**src/rtl/shfifo_pkg.sv**
```systemverilog
package shfifo_pkg;

    typedef enum logic [2:0] {
        CMD_IDLE    = 3'd0,
        CMD_STARTUP = 3'd1,
        CMD_TX      = 3'd2,
        CMD_RX      = 3'd3,
        CMD_TXRX    = 3'd4,
        CMD_NVWRITE = 3'd5,
        CMD_RSVD6   = 3'd6,
        CMD_RSVD7   = 3'd7
    } cmd_e;

    function automatic logic host_may_write(cmd_e c);
        return (c == CMD_TX) || (c == CMD_TXRX) || (c == CMD_NVWRITE);
    endfunction

    function automatic logic host_may_read(cmd_e c);
        return (c == CMD_RX) || (c == CMD_TXRX);
    endfunction

endpackage

```
**src/rtl/shfifo_gate.sv**
```systemverilog
module shfifo_gate
    import shfifo_pkg::*;
(
    input  logic [2:0] cmd,
    input  logic       host_wr,
    input  logic       host_rd,
    input  logic       eng_push,
    input  logic       eng_pop,
    output logic       wr_try,
    output logic       rd_try,
    output logic       wr_perm,
    output logic       rd_perm,
    output logic       lost
);
    logic eng_act;

    always_comb begin
        eng_act = eng_push | eng_pop;
        wr_perm = host_may_write(cmd_e'(cmd));
        rd_perm = host_may_read(cmd_e'(cmd));
        // the engine owns the queue in any cycle it strobes
        wr_try  = host_wr & ~eng_act;
        rd_try  = host_rd & ~eng_act;
        lost    = eng_act & (host_wr | host_rd);
    end
endmodule

```
**src/rtl/shfifo_mem.sv**
```systemverilog
module shfifo_mem #(
    parameter int DEPTH = 64,
    parameter int W     = 8,
    localparam int AW   = $clog2(DEPTH)
) (
    input  logic          clk,
    input  logic          we,
    input  logic [AW-1:0] waddr,
    input  logic [W-1:0]  wdata,
    input  logic [AW-1:0] raddr,
    output logic [W-1:0]  rdata
);
    logic [W-1:0] cell_q [DEPTH];

    for (genvar i = 0; i < DEPTH; i++) begin : g_cell
        always_ff @(posedge clk) begin
            if (we && waddr == AW'(i)) cell_q[i] <= wdata;
        end
    end

    assign rdata = cell_q[raddr];
endmodule

```
**src/rtl/shfifo_top.sv**
```systemverilog
module shfifo_top
    import shfifo_pkg::*;
#(
    parameter int DEPTH = 64,
    parameter int W     = 8,
    localparam int AW   = $clog2(DEPTH),
    localparam int PW   = AW + 1
) (
    input  logic          clk,
    input  logic          rst_n,
    input  logic          flush,
    input  logic [2:0]    cmd,
    input  logic          host_wr,
    input  logic [W-1:0]  host_wdata,
    input  logic          host_rd,
    output logic [W-1:0]  host_rdata,
    input  logic          eng_push,
    input  logic [W-1:0]  eng_wdata,
    input  logic          eng_pop,
    output logic [W-1:0]  eng_rdata,
    output logic [PW-1:0] fifo_len,
    output logic          overflow,
    output logic          conflict
);
    typedef struct packed {
        logic [PW-1:0] wptr;
        logic [PW-1:0] rptr;
        logic          ovf;
        logic          cfl;
    } state_t;

    state_t st_d, st_q;

    logic wr_try, rd_try, wr_perm, rd_perm, lost;
    logic full, empty, do_push, do_pop, ovf_set;
    logic [PW-1:0] count;
    logic [W-1:0]  head, push_data;

    shfifo_gate u_gate (
        .cmd      (cmd),
        .host_wr  (host_wr),
        .host_rd  (host_rd),
        .eng_push (eng_push),
        .eng_pop  (eng_pop),
        .wr_try   (wr_try),
        .rd_try   (rd_try),
        .wr_perm  (wr_perm),
        .rd_perm  (rd_perm),
        .lost     (lost)
    );

    shfifo_mem #(.DEPTH(DEPTH), .W(W)) u_mem (
        .clk   (clk),
        .we    (do_push),
        .waddr (st_q.wptr[AW-1:0]),
        .wdata (push_data),
        .raddr (st_q.rptr[AW-1:0]),
        .rdata (head)
    );

    always_comb begin
        count     = st_q.wptr - st_q.rptr;
        full      = (count == PW'(DEPTH));
        empty     = (count == '0);
        push_data = eng_push ? eng_wdata : host_wdata;
        do_push   = ~flush & ~full & (eng_push | (wr_try & wr_perm));
        do_pop    = ~flush & ~empty & (eng_pop | (rd_try & rd_perm));
        ovf_set   = ~flush & ((eng_push & full) | (wr_try & (~wr_perm | full)));

        st_d = st_q;
        if (flush) begin
            st_d = '0;
        end else begin
            if (do_push) st_d.wptr = st_q.wptr + 1'b1;
            if (do_pop)  st_d.rptr = st_q.rptr + 1'b1;
            if (ovf_set) st_d.ovf  = 1'b1;
            if (lost)    st_d.cfl  = 1'b1;
        end
    end

    always_ff @(posedge clk or negedge rst_n) begin
        if (!rst_n) st_q <= '0;
        else        st_q <= st_d;
    end

    assign host_rdata = (~flush & rd_try & rd_perm & ~empty) ? head : '0;
    assign eng_rdata  = empty ? '0 : head;
    assign fifo_len   = count;
    assign overflow   = st_q.ovf;
    assign conflict   = st_q.cfl;

    // length never exceeds capacity
    a_r5_len_bound: assert property (@(posedge clk) disable iff (!rst_n)
        fifo_len <= PW'(DEPTH));

    // a full queue that is not drained stays full
    a_r6_full_holds: assert property (@(posedge clk) disable iff (!rst_n)
        (fifo_len == PW'(DEPTH) && !flush && !eng_pop && !host_rd) |=> fifo_len == PW'(DEPTH));

    // overflow is sticky until flush
    a_r6_ovf_sticky: assert property (@(posedge clk) disable iff (!rst_n)
        (overflow && !flush) |=> overflow);

    // flush empties and clears flags
    a_r10_flush_clears: assert property (@(posedge clk) disable iff (!rst_n)
        flush |=> (fifo_len == '0 && !overflow && !conflict));

    // a read under a non-reading command yields zero
    a_r3_blocked_zero: assert property (@(posedge clk) disable iff (!rst_n)
        (host_rd && cmd != 3'd3 && cmd != 3'd4) |-> host_rdata == '0);

    // host access beside an engine strobe raises conflict
    a_r9_conflict_set: assert property (@(posedge clk) disable iff (!rst_n)
        ((eng_push || eng_pop) && (host_wr || host_rd) && !flush) |=> conflict);

    // reading an empty queue with no push leaves it empty
    a_r7_empty_stays: assert property (@(posedge clk) disable iff (!rst_n)
        (fifo_len == '0 && !eng_push && !host_wr) |=> fifo_len == '0);
endmodule

```
**config.mk**
```make
export PLATFORM = sky130hd
export DESIGN_NAME = shfifo_top
export DESIGN_NICKNAME = d
export VERILOG_FILES = /design/src/rtl/shfifo_pkg.sv /design/src/rtl/shfifo_gate.sv /design/src/rtl/shfifo_mem.sv /design/src/rtl/shfifo_top.sv
export SDC_FILE = /design/constraint.sdc
export NUM_CORES = 1
export LEC_CHECK = 0
export BUFFER_PORTS_ARGS = -buffer_cell sky130_fd_sc_hd__buf_4
export CORE_UTILIZATION = 50
export CTS_BUF_LIST = sky130_fd_sc_hd__clkbuf_4 sky130_fd_sc_hd__clkbuf_8
export CTS_CLUSTER_DIAMETER = 60
export DETAILED_ROUTE_END_ITERATION = 7
export PLACE_DENSITY = 0.66
export SLEW_MARGIN = 10
export SYNTH_ARGS = -nofsm -noshare
export SYNTH_HDL_FRONTEND = slang
export SYNTH_HIERARCHICAL = 1
export SYNTH_SLANG_ARGS = --single-unit
```
**constraint.sdc**
```tcl
create_clock -name clk -period 5.3 [get_ports clk]
set_input_delay 0.265 -clock clk [delete_from_list [all_inputs] [get_ports clk]]
set_output_delay 0.265 -clock clk [all_outputs]
set_load 0.005 [all_outputs]
```
==> results of run 1 <==
-- layout by cell type (no fill, tap or decap), types with 4 or more instances in the layout --
cell / instances
edfxtp_1: 512
mux4_2: 128
nor2_1: 104
clkbuf_8: 86
buf_4: 76
clkinv_1: 22
o22ai_1: 22
clkbuf_4: 20
nand2_1: 18
a21oi_1: 17
mux2i_1: 16
o21ai_0: 16
nand3_1: 15
mux2_2: 15
inv_1: 14
dfrtp_1: 12
clkinv_2: 11
o21ai_1: 10
and2_1: 10
and3_1: 9
mux2_4: 9
nand2b_1: 8
ha_1: 8
nor2b_1: 7
o32ai_1: 7
or3_1: 6
a211oi_1: 6
o221ai_1: 6
o2bb2ai_1: 6
xnor2_1: 5
nor3_1: 4
clkinvlp_4: 4
dlygate4sd3_1: 4
nand3b_1: 4
-- flip-flops by register name, indices dropped and copies added, names as in the netlist --
signal        count
u_mem/cell_q    512
st_q             14
conflict          1
overflow          1
-- area by class of cell --
cell class | instances | area share
Clock inverter | 41 | 0.0111
Multi-Input combinational cell | 487 | 0.217
Clock buffer | 106 | 0.0557
Tap cell | 539 | 0.0282
Timing Repair Buffer | 81 | 0.0263
Inverter | 15 | 0.00235
Sequential cell | 528 | 0.660
-- path summary, 6_finish.rpt --
check	start	to	slack, ns	depth (start not counted)
max	st_q[3]$_DFFE_PN0P_	host_rdata[2]	1.06	8
min	rst_n	overflow$_DFFE_PN0P_	0.06	2
max reg2reg	st_q[9]$_DFFE_PN0P_	u_mem/cell_q[8][3]$_DFFE_PP_	1.08	12
min reg2reg	conflict$_DFFE_PN0P_	conflict$_DFFE_PN0P_	0.51	2
max in group asynchronous	rst_n	st_q[3]$_DFFE_PN0P_	5.01	2
min in group clk	eng_pop	conflict$_DFFE_PN0P_	0.06	5
-- synth_stat cells (all sizes together), types with 16 or more instances --
master	instances
mux2i	16
o22ai	22
nor2	104
edfxtp	512
mux2	24
o21ai	26
a21oi	18
mux4	128
dfrtp	16
clkbuf	24
buf	30
nand2	18
-- per-stage QoR --
step	instances	setup WS, ns	hold slack [ns]	util
final	1797	1.06	0.0622	0.571
after floorplan	1084	1.35	-0.0306	-
after detailed placement	1646	1.08	0.146	0.531
after CTS	1797	1.05	0.0188	0.571
after global routing	1797	0.841	0.0433	0.571
after global placement	1646	1.18	0.145	0.531
-- kinds of logic after synthesis --
kind of cell    count (synthesis)  share of synthesized area
compound gates                107                     0.0343
xor+xnor                        7                    0.00288
fa+ha+maj                       9                    0.00565
buf+inv                        69                     0.0158
flops                         528                      0.742
mux                           168                      0.156
simple gates                  196                     0.0437
-- layer usage --
layer / share of wire / track usage / wire, um / vias up
li1: - / - / - / 4683
met1: 0.43 / 0.353 / 21300 / 5775
met2: 0.46 / 0.341 / 22900 / 530
met3: 0.083 / 0.0578 / 4090 / 71
met4: 0.021 / 0.0754 / 1010 / 0
met5: 0 / 0 / 0 / -
-- what timing repair did --
| item | in CTS | in global routing |
|---|---|---|
| resized for setup | 0 | 0 |
| hold buffers | 4 | 0 |
| endpoints found under the hold margin | 28 | 0 |
-- power groups by stage --
stage / Sequential [W] / Combinational, W / Clock (W)
3_5_place_dp: 0.00477 / 0.00217 / 0
2_1_floorplan: 0.00475 / 0.00156 / 0
5_1_grt: 0.00468 / 0.00231 / 0.00360
6_report: 0.00468 / 0.00215 / 0.00334
4_1_cts: 0.00468 / 0.00218 / 0.00341
3_3_place_gp: 0.00476 / 0.00216 / 0
==> results.md, run 1 <==
* DRT Pass-1 Iters at 7
* Drt via density at 6.15
* Cell breakdown of the critical path: buf_4 -> nand2b_1 -> o22ai_1 -> o32ai_1 -> o21ai_0 -> o2bb2ai_1 -> and3_1 -> buf_4
* Hold Fails Final Rpt at 0
* Clock Skew at 0.0311 ns
* Initial antenna violation count at 0
* Bufs and invs on worst path at 2
* Mapped Area at 21300 sq um
* Clock root cell: clkbuf_8
* Fmax at 236 MHz
* Ant. Diodes at 0
* Total of max-cap violations at 0
* Global-route wire length before repair at 73500 um
* Gr ovfl total at 0
* Clock share of power at 0.328
* Sw frac at 0.264
* Layout cells sized above 1 at 0.296
* Post-CTS Setup Bufs at 0
* Peak VDD IR at 0.446 mV
* Vias in the first global route at 11000
* Status: finished clean
* Global Route Usage Sum at 0.235
* Required time of the critical path at 5.04 ns
* Post-synth net total at 1119
* Core area at 41900 sq um
* Critical Path Fanout Max at 47
* EDFF count, synth at 512
* CTS tree: yes
* Max Root-Sink Buffers at 3
* Synth unique cells at 56
* Top cell family by delay on the critical path: compound AO/OA/AOI/OAI gates
* Post-DP HPWL at 29200 um
* Die width at 208 um
* Die area at 43400 sq um
* Routability Congestion at 0.846
* CP max stage delay at 0.61 ns
* Synth area leaders: edfxtp_1 72%, mux4_2 14%, dfrtp_1 1.9%, nor2_1 1.8%, mux2_2 1.2%
* # fillers at 3102
* DR WL/cell at 27.4 um
* Multi-input gate area at 5190 sq um
* PwrDens at 425 nW/um^2
* Startpoint Class: flop
* Nets at 1232
* Critical Path End Type: output port
* Cell Area, Placed at 22300 sq um
* DRT Wirelength at 49300 um
* Drt drc at 0
* Syn_area_per_cell at 19.6 sq um
* CP arrival at 3.97 ns
* Latest clock arrival within the worst-skew pair at 0.64 ns
* Yosys warns at 6
* Vias at 11100
* Tot Pwr at 0.0102 W
* Critical-path top delay cell: nand2b_1
* Slew Viols, Final at 0
* Gate power share at 0.211
* Area leader, netlist: edfxtp_1
* Tmin final at 4.24 ns
* Seq cells post-synth at 528
* Relative slew slack at 0.326
* ANT nets after route at 0
* I/O Pins at 51
* Number of core rows at 75
* Ys async rst share at 0.0303
* Design area at 23900 sq um
* RSZ-0062 raised after global routing: no
* Sw power at 0.00269 W
* H-Tree Depth at 3
* Final setup viols at 0
* Inserted Clock Buffers at 84
* Largest net degree at the start of global routing at 123
* PortBufs at 50
* Part of the power in registers at 0.460
* Clock Sinks at 528
* Post-synth top area share at 0.723
* Worst Hold Class: primary input to asynchronous set/reset pin
* Worst Tran Pin Value at 1.01 ns
* Die Y-Extent at 208 um
* Worst-path clk slew at 0.06 ns
* Cell mode on critical path: buf_4
* Setup TNS at 0 ns
* Initial Utilization at 0.507
* Storage element area at 15800 sq um
* Sequential area share after synthesis at 0.742
* Gate Count Post-Synth at 1084
* Synth Flop Type: edfxtp_1
* Int Pwr at 0.00748 W
* Area Overhead vs Synth at 12.5%
* Crit Path Category: flop to output port
* Fin crit share at 0.800
* Initial DRC count at 1138
* Pleak at 7.53 nW
Power figures use the tool's default switching activity.
==> inputs of run 2 (changes only) <==
Clock period 5.3 ns to 4 ns, I/O delays scaled along.
==> results.md, run 2 (synthesis results as in run 1) <==
* Setup TNS at 0 ns (unchanged)
* Clock Sinks at 528 (unchanged)
* Worst-path clk slew at 0.06 ns (about the same)
* Latest clock arrival within the worst-skew pair at 0.63 ns (was 0.64 ns)
* Initial antenna violation count at 1 (was 0)
* Min Hold Slack at 0.0709 ns (was 0.0622 ns)
* Crit Path Category: flop to output port (unchanged)
* Area Overhead vs Synth at 15.2% (was 12.5%)
* Max reg flops at 512 (unchanged)
* I/O Pins at 51 (unchanged)
* Fin crit share at 0.956
* PortBufs at 50 (unchanged)
* Biggest register: u_mem/cell_q (unchanged)
* Status: finished clean (unchanged)
* Drt drc at 0 (unchanged)
* CTS tree: yes (unchanged)
* Tmin final at 3.82 ns
* Global Route Usage Sum at 0.228 (was 0.235)
* Startpoint Class: flop (unchanged)
* Largest net degree at the start of global routing at 105 (was 123)
* RSZ-0062 raised after global routing: no (unchanged)
* DP Cell Count at 1711 (was 1646)
* Die Y-Extent at 208 um (unchanged)
* Vias in the first global route at 11500 (was 11000)
* Multi-input gate area at 5160 sq um (was 5190 sq um)
* Core area at 41900 sq um (unchanged)
* Total of max-cap violations at 0 (unchanged)
* Clock root cell: clkbuf_8 (unchanged)
* Number of core rows at 75 (unchanged)
* Cell mode on critical path: o22ai_1 (was buf_4)
* Cell breakdown of the critical path: buf_12 -> nand2b_1 -> o22ai_1 -> o32ai_1 -> o21ai_0 -> o22ai_1 -> and3_1 -> buf_4 (was buf_4 -> nand2b_1 -> o22ai_1 -> o32ai_1 -> o21ai_0 -> o2bb2ai_1 -> and3_1 -> buf_4)
* Worst Tran Pin Value at 1.09 ns (was 1.01 ns)
* Inserted Clock Buffers at 84 (unchanged)
* Critical-path top delay cell: o32ai_1 (was nand2b_1)
* Vias at 11200 (was 11100)
* Worst Hold Class: primary input to flop (was primary input to asynchronous set/reset pin)
* Critical Path End Type: output port (unchanged)
* Top cell family by delay on the critical path: compound AO/OA/AOI/OAI gates (unchanged)
* Final setup viols at 0 (unchanged)
* Gr ovfl total at 0 (unchanged)
* Final Non-Filler Cells at 1870 (was 1797)
* Nets at 1300 (was 1232)
* DRT Pass-1 Iters at 5 (was 7)
* Post-DP HPWL at 29700 um (was 29200 um)
* Initial Utilization at 0.507 (unchanged)
* Tot Pwr at 0.0136 W (was 0.0102 W)
* Bufs and invs on worst path at 2 (unchanged)
* Routability Congestion at 0.868 (was 0.846)
* Drt via density at 6.00 (was 6.15)
* DR WL/cell at 25.7 um (was 27.4 um)
* Required time of the critical path at 3.80 ns (was 5.04 ns)
* H-Tree Depth at 3 (unchanged)
* CP arrival at 3.62 ns (was 3.97 ns)
* Pleak at 7.90 nW (was 7.53 nW)
* Global-route wire length before repair at 71700 um (was 73500 um)
* Die width at 208 um (unchanged)
* Max Root-Sink Buffers at 3 (unchanged)
* Commonest non-fill, non-tap cell in the layout: edfxtp_1 (unchanged)
* CP max stage delay at 0.46 ns (was 0.61 ns)
* Relative slew slack at 0.272 (was 0.326)
* Cell Area, Placed at 22800 sq um (was 22300 sq um)
* Fmax at 261 MHz
* PwrDens at 556 nW/um^2 (was 425 nW/um^2)
* DRT Wirelength at 48000 um (was 49300 um)
* Layout cells sized above 1 at 0.334 (was 0.296)
* Most frequent cells in the layout: 512 x edfxtp_1, 139 x buf_4, 128 x mux4_2, 104 x nor2_1, 85 x clkbuf_8 (was 512 x edfxtp_1, 128 x mux4_2, 104 x nor2_1, 86 x clkbuf_8, 76 x buf_4)
* Largest regs: u_mem/cell_q (512), st_q (14) (unchanged)
* Hold Fails Final Rpt at 0 (unchanged)
* Critical Path Fanout Max at 104 (was 47)
* Initial DRC count at 1077 (was 1138)
* Design area at 24500 sq um (was 23900 sq um)
* Peak VDD IR at 0.790 mV (was 0.446 mV)
* Die area at 43400 sq um (unchanged)
* # fillers at 3042 (was 3102)
* Clock Skew at 0.0229 ns (was 0.0311 ns)
* Slew Viols, Final at 0 (unchanged)
* ANT nets after route at 0 (unchanged)
* Storage element area at 15800 sq um (unchanged)
run 2: metrics by stage:
| step | worst slack [ns] | util |
|---|---|---|
| after floorplan | 0.0547 | - |
| after global placement | 0.357 | 0.542 |
| after detailed placement | 0.274 | 0.542 |
| after CTS | 0.0362 | 0.584 |
| after global routing | 0.0244 | 0.584 |
| final | 0.175 | 0.584 |
run 2: what timing repair did:
| action | 4_1_cts | 5_1_grt |
|---|---|---|
| hold endpoints to repair | 28 | 0 |
| hold buffers | 7 | 0 |
| buffers inserted | 0 | 0 |
| endpoints found under the setup margin | 0 | 16 |
| resized for setup | 0 | 3 |
run 2: worst paths after layout:
path,start,cells after the start,end,slack (ns)
worst max-delay path,st_q[3]$_DFFE_PN0P_,8,host_rdata[6],0.18
worst min-delay path,host_wr,4,overflow$_DFFE_PN0P_,0.07
worst max register to register,st_q[2]$_DFFE_PN0P_,12,u_mem/cell_q[3][2]$_DFFE_PP_,0.21
worst min register to register,conflict$_DFFE_PN0P_,2,conflict$_DFFE_PN0P_,0.55
max in group asynchronous,rst_n,3,st_q[2]$_DFFE_PN0P_,2.67
min in group asynchronous,rst_n,3,st_q[10]$_DFFE_PN0P_,0.76
run 2: power breakdown:
group	switching, W	total (W)	internal (W)
sequential	0.0000261	0.00619	0.00616
combinational	0.00150	0.00290	0.00140
clock	0.00203	0.00454	0.00251
run 2: worst min-delay path, stage by stage:
cell and delay, ns:
buf_4 0.08, and2_1 0.16, nor3_1 0.07, nor3_1 0.11
run 2: area by class of cell:
| type | count | area share |
|---|---|---|
| sequential | 528 | 0.645 |
| multi-input combinational | 487 | 0.211 |
| clock buffer | 114 | 0.0567 |
| timing repair buffer | 149 | 0.0472 |
| tap | 539 | 0.0275 |
| clock inverter | 37 | 0.0110 |
| inverter | 15 | 0.00230 |
| antenna | 1 | 0.000102 |
run 2: metal layers:
metal | global-route usage | vias to the layer above | wire, um
li1 | - | 4810 | -
met1 | 0.320 | 5801 | 20100
met2 | 0.351 | 524 | 22700
met3 | 0.0577 | 93 | 3920
met4 | 0.0764 | 0 | 1280
met5 | 0 | - | 0
==> inputs of run 3 (changes only) <==
Settings changed: HOLD_SLACK_MARGIN set to 0.15.
==> results.md, run 3 (synthesis results as in run 1) <==
* ANT nets after route at 0 (unchanged)
* Setup TNS at 0 ns (unchanged)
* Initial antenna violation count at 1 (unchanged)
* Startpoint Class: flop (unchanged)
* DRT Pass-1 Iters at 5 (unchanged)
* Pleak at 7.90 nW (about the same)
* Routability Congestion at 0.868 (unchanged)
* Total of max-cap violations at 0 (unchanged)
* Worst Tran Pin Value at 1.10 ns (was 1.09 ns)
* Multi-input gate area at 5160 sq um (unchanged)
* Crit Path Category: flop to output port (unchanged)
* Gr ovfl total at 0 (unchanged)
* Critical Path End Type: output port (unchanged)
* Largest net degree at the start of global routing at 105 (unchanged)
* Place WS at 0.274 ns (unchanged)
* Die width at 208 um (unchanged)
* Clock Sinks at 528 (unchanged)
* Setup slack after layout at 0.198 ns (was 0.175 ns)
* Post-CTS Setup Bufs at 0 (unchanged)
* Vias at 11200 (about the same)
* Die Y-Extent at 208 um (unchanged)
* Max reg flops at 512 (unchanged)
* Slew Viols, Final at 0 (unchanged)
* Reg2reg path depth at 12 (unchanged)
* Number of core rows at 75 (unchanged)
* DRT Wirelength at 48000 um (about the same)
* Drt drc at 0 (unchanged)
* Clock root cell: clkbuf_8 (unchanged)
* Worst-path clk slew at 0.06 ns (about the same)
* Post-DP HPWL at 29700 um (unchanged)
* Hold Fails Final Rpt at 0 (unchanged)
* Nets at 1301 (was 1300)
* DR WL/cell at 25.7 um (about the same)
* Vias in the first global route at 11500 (unchanged)
* H-Tree Depth at 3 (unchanged)
* Required time of the critical path at 3.80 ns (about the same)
* Latest clock arrival within the worst-skew pair at 0.63 ns (about the same)
* PortBufs at 50 (unchanged)
* Cell breakdown of the critical path: buf_12 -> nand2b_1 -> o22ai_1 -> o32ai_1 -> o21ai_0 -> o22ai_1 -> and3_1 -> buf_4 (unchanged)
* RSZ-0062 raised after global routing: no (unchanged)
* Peak VDD IR at 0.788 mV (was 0.790 mV)
* Worst Hold Class: primary input to flop (unchanged)
* Critical Path Fanout Max at 104 (unchanged)
* Drt via density at 5.98 (was 6.00)
* Commonest non-fill, non-tap cell in the layout: edfxtp_1 (unchanged)
* Area Overhead vs Synth at 15.2% (about the same)
* Critical-path top delay cell: o32ai_1 (unchanged)
* Die area at 43400 sq um (unchanged)
* Final setup viols at 0 (unchanged)
* Initial Utilization at 0.507 (unchanged)
* Relative slew slack at 0.269 (was 0.272)
* Storage element area at 15800 sq um (unchanged)
* Status: finished clean (unchanged)
* CP max stage delay at 0.45 ns (was 0.46 ns)
* Most frequent cells in the layout: 512 x edfxtp_1, 139 x buf_4, 128 x mux4_2, 104 x nor2_1, 85 x clkbuf_8 (unchanged)
* CTS tree: yes (unchanged)
* Global Route Usage Sum at 0.228 (unchanged)
* # fillers at 3041 (was 3042)
* I/O Pins at 51 (unchanged)
* Biggest register: u_mem/cell_q (unchanged)
* Global-route wire length before repair at 71700 um (unchanged)
* PwrDens at 556 nW/um^2 (about the same)
* Core area at 41900 sq um (unchanged)
* Inserted Clock Buffers at 84 (unchanged)
* Largest regs: u_mem/cell_q (512), st_q (14) (unchanged)
* Tmin final at 3.80 ns (was 3.82 ns)
* Cell mode on critical path: o22ai_1 (unchanged)
* Clock Skew at 0.0210 ns (was 0.0229 ns)
* Initial DRC count at 1166 (was 1077)
* Max Root-Sink Buffers at 3 (unchanged)
* Hold path depth at 5 (was 4)
* Fmax at 263 MHz (was 261 MHz)
* Layout cells sized above 1 at 0.334 (about the same)
* Fin crit share at 0.951 (was 0.956)
* CP arrival at 3.60 ns (was 3.62 ns)
## run 3: through the flow
stage | util | hold slack (ns) | cell area [sq um] | total power (W) | std cells
floorplan | - | -0.0956 | 21300 | 0.00836 | 1084
global placement | 0.542 | 0.0784 | 22800 | 0.00918 | 1711
detailed placement | 0.542 | 0.0820 | 22800 | 0.00921 | 1711
CTS | 0.584 | 0.275 | 24500 | 0.0137 | 1870
global route | 0.584 | 0.311 | 24500 | 0.0142 | 1870
finish | 0.584 | 0.310 | 24500 | 0.0136 | 1871
## run 3: final cells by class
type | instances | share of cell area
clock inverters | 37 | 0.0110
clock buffers | 114 | 0.0566
well taps | 539 | 0.0275
repair buffers | 150 | 0.0476
diodes | 1 | 0.000102
inverters | 15 | 0.00230
multi-input cells | 487 | 0.211
flip-flops and latches | 528 | 0.644
## run 3: path summary, 6_finish.rpt
check | from | endpoint | slack [ns]
setup / recovery | st_q[3]$_DFFE_PN0P_ | host_rdata[6] | 0.20
hold / removal | cmd[2] | overflow$_DFFE_PN0P_ | 0.31
setup reg to reg | st_q[2]$_DFFE_PN0P_ | u_mem/cell_q[3][2]$_DFFE_PP_ | 0.21
hold reg to reg | conflict$_DFFE_PN0P_ | conflict$_DFFE_PN0P_ | 0.54
max in group asynchronous | rst_n | st_q[2]$_DFFE_PN0P_ | 2.67
min in group asynchronous | rst_n | st_q[10]$_DFFE_PN0P_ | 0.76
## run 3: worst max-delay path: cells and delay by family (launching register included)
family	cells	cell delay (ns)
flops	1	0.44
buf+inv	2	0.52
simple gates	2	0.60
compound gates	4	1.27
## run 3: routing by layer
| metal | track usage | part of all wire | vias up |
|---|---|---|---|
| met4 | 0.0764 | 0.025 | 0 |
| met5 | 0 | 0 | - |
| met2 | 0.351 | 0.47 | 556 |
| met1 | 0.320 | 0.41 | 5732 |
| met3 | 0.0577 | 0.090 | 82 |
| li1 | - | - | 4815 |
## run 3: what timing repair did
item	4_1_cts	5_1_grt
endpoints found under the hold margin	32	0
hold buffers	8	0
gates resized for setup	0	3
setup endpoints to repair	0	16
## run 3: where the power goes
group | total [W] | switching (W) | internal [W]
clock network | 0.00454 | 0.00203 | 0.00251
registers | 0.00619 | 0.0000259 | 0.00616
logic | 0.00290 | 0.00150 | 0.00140
total | 0.0136 | 0.00355 | 0.0101
